===== src/rtl/ovl_pkg.sv =====
package ovl_pkg;

    typedef enum logic [0:0] {
        ST_GATHER = 1'b0,
        ST_EMIT   = 1'b1
    } ovl_state_t;

endpackage


===== src/rtl/ovl_fifo.sv =====
module ovl_fifo #(
    parameter int DATA_W = 16,
    parameter int DEPTH  = 4
) (
    input  logic                       clk,
    input  logic                       rst_n,
    input  logic                       push,
    input  logic [DATA_W-1:0]          push_data,
    input  logic                       pop,
    output logic [DATA_W-1:0]          pop_data,
    output logic [$clog2(DEPTH):0]     level
);
    localparam int AW = $clog2(DEPTH);
    localparam int LW = AW + 1;

    logic [DATA_W-1:0] store [DEPTH];
    logic [AW-1:0]     wr_ptr;
    logic [AW-1:0]     rd_ptr;

    always_ff @(posedge clk) begin
        if (push) begin
            store[wr_ptr] <= push_data;
        end
    end

    always_ff @(posedge clk) begin
        if (!rst_n) begin
            wr_ptr <= '0;
            rd_ptr <= '0;
            level  <= '0;
        end else begin
            if (push) begin
                wr_ptr <= wr_ptr + 1'b1;
            end
            if (pop) begin
                rd_ptr <= rd_ptr + 1'b1;
            end
            unique case ({push, pop})
                2'b10:   level <= level + LW'(1);
                2'b01:   level <= level - LW'(1);
                default: level <= level;
            endcase
        end
    end

    assign pop_data = store[rd_ptr];

endmodule


===== src/rtl/ovl_history.sv =====
module ovl_history #(
    parameter int DATA_W = 16,
    parameter int K      = 16
) (
    input  logic                    clk,
    input  logic                    rst_n,
    input  logic                    wr_en,
    input  logic [DATA_W-1:0]       wr_data,
    input  logic [$clog2(K)-1:0]    rd_offset,
    output logic [DATA_W-1:0]       rd_data
);
    localparam int IW = $clog2(K);

    logic [DATA_W-1:0] hist [K];
    logic [IW-1:0]     oldest;
    logic [IW-1:0]     rd_addr;

    // oldest points at the slot written next, which is the oldest entry
    always_ff @(posedge clk) begin
        if (!rst_n) begin
            oldest <= '0;
            for (int e = 0; e < K; e++) begin
                hist[e] <= '0;
            end
        end else if (wr_en) begin
            hist[oldest] <= wr_data;
            oldest       <= oldest + 1'b1;
        end
    end

    assign rd_addr = oldest + rd_offset;
    assign rd_data = hist[rd_addr];

endmodule


===== src/rtl/ovl_rotator.sv =====
module ovl_rotator #(
    parameter int K       = 16,
    parameter int M       = 12,
    parameter int FRAME_W = 8
) (
    input  logic                    clk,
    input  logic                    rst_n,
    input  logic                    advance,
    output logic [$clog2(K)-1:0]    shift,
    output logic [FRAME_W-1:0]      frame
);
    localparam int IW = $clog2(K);
    localparam logic [IW-1:0] STEP = IW'(M % K);

    always_ff @(posedge clk) begin
        if (!rst_n) begin
            shift <= '0;
            frame <= '0;
        end else if (advance) begin
            shift <= shift + STEP;
            frame <= frame + 1'b1;
        end
    end

endmodule


===== src/rtl/ovl_frame_builder.sv =====
module ovl_frame_builder #(
    parameter int DATA_W     = 16,
    parameter int K          = 16,
    parameter int M          = 12,
    parameter int FIFO_DEPTH = 4,
    parameter int FRAME_W    = 8
) (
    input  logic                    clk,
    input  logic                    rst_n,
    input  logic                    in_valid,
    input  logic [DATA_W-1:0]       in_data,
    output logic                    in_ready,
    output logic                    out_valid,
    output logic [DATA_W-1:0]       out_data,
    output logic [FRAME_W-1:0]      out_frame,
    output logic [$clog2(K)-1:0]    out_index
);
    import ovl_pkg::*;

    localparam int IW = $clog2(K);
    localparam int CW = $clog2(M + 1);
    localparam int LW = $clog2(FIFO_DEPTH) + 1;

    ovl_state_t        state;
    ovl_state_t        state_nxt;
    logic [IW-1:0]     beat;
    logic [CW-1:0]     gathered;
    logic [LW-1:0]     fifo_level;
    logic [DATA_W-1:0] fifo_q;
    logic [DATA_W-1:0] hist_q;
    logic [IW-1:0]     shift;
    logic [FRAME_W-1:0] frame;
    logic              push;
    logic              pop;
    logic              last_pop;
    logic              last_beat;

    assign in_ready  = (fifo_level != LW'(FIFO_DEPTH));
    assign push      = in_valid && in_ready;
    assign pop       = (state == ST_GATHER) && (fifo_level != '0);
    assign last_pop  = pop && (gathered == CW'(M - 1));
    assign last_beat = (state == ST_EMIT) && (beat == IW'(K - 1));

    ovl_fifo #(
        .DATA_W (DATA_W),
        .DEPTH  (FIFO_DEPTH)
    ) u_fifo (
        .clk       (clk),
        .rst_n     (rst_n),
        .push      (push),
        .push_data (in_data),
        .pop       (pop),
        .pop_data  (fifo_q),
        .level     (fifo_level)
    );

    ovl_history #(
        .DATA_W (DATA_W),
        .K      (K)
    ) u_hist (
        .clk       (clk),
        .rst_n     (rst_n),
        .wr_en     (pop),
        .wr_data   (fifo_q),
        .rd_offset (beat + shift),
        .rd_data   (hist_q)
    );

    ovl_rotator #(
        .K       (K),
        .M       (M),
        .FRAME_W (FRAME_W)
    ) u_rot (
        .clk     (clk),
        .rst_n   (rst_n),
        .advance (last_beat),
        .shift   (shift),
        .frame   (frame)
    );

    // transitions: gather_done (M-th pop), frame_done (beat K-1 issued)
    always_comb begin
        state_nxt = state;
        unique case (state)
            ST_GATHER: if (last_pop)  state_nxt = ST_EMIT;
            ST_EMIT:   if (last_beat) state_nxt = ST_GATHER;
        endcase
    end

    // state register with its counters
    always_ff @(posedge clk) begin
        if (!rst_n) begin
            state    <= ST_GATHER;
            beat     <= '0;
            gathered <= '0;
        end else begin
            state <= state_nxt;
            if (state == ST_GATHER && pop) begin
                gathered <= last_pop ? '0 : gathered + 1'b1;
            end
            if (state == ST_EMIT) begin
                beat <= last_beat ? '0 : beat + 1'b1;
            end
        end
    end

    // output register
    always_ff @(posedge clk) begin
        if (!rst_n) begin
            out_valid <= 1'b0;
            out_data  <= '0;
            out_frame <= '0;
            out_index <= '0;
        end else begin
            out_valid <= (state == ST_EMIT);
            out_data  <= hist_q;
            out_frame <= frame;
            out_index <= beat;
        end
    end

endmodule


===== config.mk =====
export PLATFORM = sky130hd
export DESIGN_NAME = ovl_frame_builder
export DESIGN_NICKNAME = d
export VERILOG_FILES = /design/src/rtl/ovl_pkg.sv /design/src/rtl/ovl_fifo.sv /design/src/rtl/ovl_history.sv /design/src/rtl/ovl_rotator.sv /design/src/rtl/ovl_frame_builder.sv
export SDC_FILE = /design/constraint.sdc
export NUM_CORES = 1
export LEC_CHECK = 0
export ABC_AREA = 1
export ABC_CLOCK_PERIOD_IN_PS = 2800
export CAP_MARGIN = 20
export CORE_UTILIZATION = 48
export CTS_CLUSTER_SIZE = 30
export DETAILED_ROUTE_END_ITERATION = 7
export PLACE_DENSITY = 0.73
export SYNTH_ARGS = -nofsm -noshare
export SYNTH_HDL_FRONTEND = slang
export SYNTH_SLANG_ARGS = --single-unit

===== constraint.sdc =====
create_clock -name clk -period 2.8 [get_ports clk]
set_input_delay 0.42 -clock clk [delete_from_list [all_inputs] [get_ports clk]]
set_output_delay 0.42 -clock clk [all_outputs]
set_load 0.05 [all_outputs]

==> run summary <==
final WL: 41.9 mm
GR Util met1: 32.4%
asr flop ratio synth: 0%
vias per cell: 5.19
relative slew slack: 33.0%
Setup Total Neg Slack: 0 ps
area leader, netlist: edfxtp_1
Hold Worst Slack: 207 ps
Max Cap Viol: 0
Slowest cell on crit path: fa_1
Sw Pwr: 7.38 mW
Worst-Margin Slew: 1010 ps
CP Launch Type: flip-flop
Pint: 11.7 mW
CTS tree: built
Placer Congestion: 0.943
DRT antenna net count: 0
global-route wire length before repair: 65.2 mm
#FFs+latches synth: 381
hold_sp: rst_n
most used cell, CP: nand2_1
IO buf count: 48
Syn Nets: 1906
critical setup path kind: flip-flop to flip-flop
clk_skew: 25.2 ps
critical path's largest stage delay: 540 ps
post-route design area: 19600 sq um
GRT busiest layer: met2
CP startpoint: beat[2]
initial antenna violation count: 0
die area: 36800 sq um
pwr/cell area: 974 nW/um^2
register share of total power: 36.8%
RSZ-0062 raised after global routing: no
Tcrit/Tclk final: 83.2%
DPL Wire Length: 26.3 mm
VDD IR max: 0.742 mV
Synth area leaders: edfxtp_1, nand2_1, dfxtp_1
prevailing post-synth register cell: edfxtp_1
Total Power: 19.1 mW
dpl cells: 2331
Hold-fix buffers, CTS: 0
share of the synthesized area in the top cell type: 55.5%
Syn Inst Count: 1869
Post-layout nets: 1950
Arr. time, crit path: 2780 ps
clk_lat worst skew: 540 ps
vias in the first global route: 11.6k
drt first pass iters: 6
PostCTS Resize Cnt: 0
pins over their slew limit: 0
CP Capture Type: flip-flop
Finish-stage setup viols: 0
Hold Crit Depth: 3
CTS HTree Levels: 2
type of the worst min-delay path: primary input to flip-flop
Tmin final: 2330 ps
Distinct cells, synth: 31
diode count: 0
initial core utilization: 48.8%
FF-to-FF path depth: 11
synth-to-layout area growth: 13.3%
IO Count: 49
core area: 35500 sq um
Hold Fails Final Rpt: 0
Total GRT Usage: 23.2%
Clock Power Share: 27.7%
# DRC: 0
top cells by count, synth: nand2_1, edfxtp_1, nor2_1, inv_1, nand3_1
CTS root buf: clkbuf_16
register area share after synthesis: 62.6%
Vias: 12.5k
cts bufs inserted: 41
share of cells above drive strength 1: 7.61%
Mapped Area: 17300 sq um
number of flops mapped to enable cells by yosys: 320
Ys Warns: 0
non-filler cells, final: 2405
Placement Cell Area: 18300 sq um
Max Clk Rate: 0.429 GHz
Worst Path Required: 3250 ps
postcts setup bufs: 0
Routed WL per cell: 17.4 microns
Worst Path Max Fanout: 16
Leak: 8.60 nW
Die Span Y: 192 microns
grt ovf: 0
clock buffer depth: 3
RR Startpoint: beat[2]
clk slew on worst S/H paths: 60 ps
crit-path cells: fa_1 > inv_1 > fa_1 > inv_1 > nand3_1 > nand2_1 > nand2_1 > nand2_1 > buf_4 > nand2_1 > a21oi_1
syn_area_per_cell: 9.26 sq um
global routing usage on met3: 2.67%
met2 global-route usage: 38.3%
largest net degree at the start of global routing: 129
Sink Count: 381
Sw Share: 38.7%
status: finished clean
Comb power frac: 35.5%
num rows: 69
top-count cell post-synth: nand2_1
initial DRC count: 1295
Die W: 192 microns
flip-flops by register name, summed over array words and instances, names as in the netlist, named ones only:
register,count
u_fifo.rd_ptr,2
state,1
out_frame,8
u_hist.hist,256
beat,4
out_data,16
u_rot.shift,2
u_rot.frame,8
u_fifo.wr_ptr,2
out_index,4
u_hist.oldest,4
u_fifo.store,64
gathered,4
u_fifo.level,3
out_valid,1
worst paths after layout:
kind	slack, ps	end
worst max-delay path	470	out_data[0]
worst min-delay path	210	u_hist.oldest[3]
worst max register to register	470	out_data[0]
worst min register to register	470	u_fifo.level[0]
worst max-delay path: cells and delay by family (launching register included):
family	cells	cell delay [ps]
fa+ha+maj	2	980
simple gates	5	440
flops	1	360
buf+inv	3	340
compound gates	1	140
cells by family (layout without fill, tap and decap cells):
kind of cell / Yosys count / in the layout / synth area share (%)
xor+xnor: 7 / 7 / 0.354
simple gates: 1056 / 1056 / 24.7
buf+inv: 317 / 392 / 7.82
compound gates: 90 / 90 / 3.10
flops: 381 / 381 / 62.6
fa+ha+maj: 18 / 18 / 1.43
layer usage:
layer	vias to the layer above	routed length (microns)	part of all wire (%)
met2	517	19800	47
met3	73	3410	8.1
met1	5887	17800	42
met5	-	0	0
li1	6003	-	-
met4	0	924	2.2
cell usage in the layout, fill, tap and decap left out, types with 2 or more instances in the layout:
master and count:
a21oi_1 56, a32o_1 16, and3_1 3, buf_12 5, buf_4 50, bufinv_16 4, clkbuf_1 17, clkbuf_16 41
clkbuf_8 2, clkdlybuf4s50_1 47, clkinv_1 3, clkinv_2 5, dfxtp_1 61, edfxtp_1 320, fa_1 3, ha_1 13
inv_1 205, inv_2 8, inv_6 3, nand2_1 658, nand2_2 5, nand2_4 13, nand3_1 91, nand4_1 3
nor2_1 272, nor2_2 4, nor2_8 3, nor3_1 3, o21ai_0 15, xnor2_1 4, xor2_1 3
through the flow:
step	worst slack (ps)	util (%)
finish	469	55.2
global route	276	55.2
CTS	465	55.2
detailed placement	498	51.6
global placement	578	51.6
floorplan	487	-
power groups by stage:
stage,registers (mW),logic (mW),clock network [mW]
finish,7.04,6.78,5.28
global route,7.08,7.31,5.57
CTS,7.04,6.74,5.34
detailed placement,7.15,6.71,0
global placement,7.13,6.63,0
floorplan,7.37,3.93,0
layout make-up:
class                   instances  area (sq um)
fillers                      3014         15900
flip-flops and latches        381         10800
multi-input cells            1171          5130
clock buffers                  60          1120
repair buffers                103           951
inverters                     215           810
well taps                     461           577
clock inverters                14           180
Power figures use the tool's default switching activity.
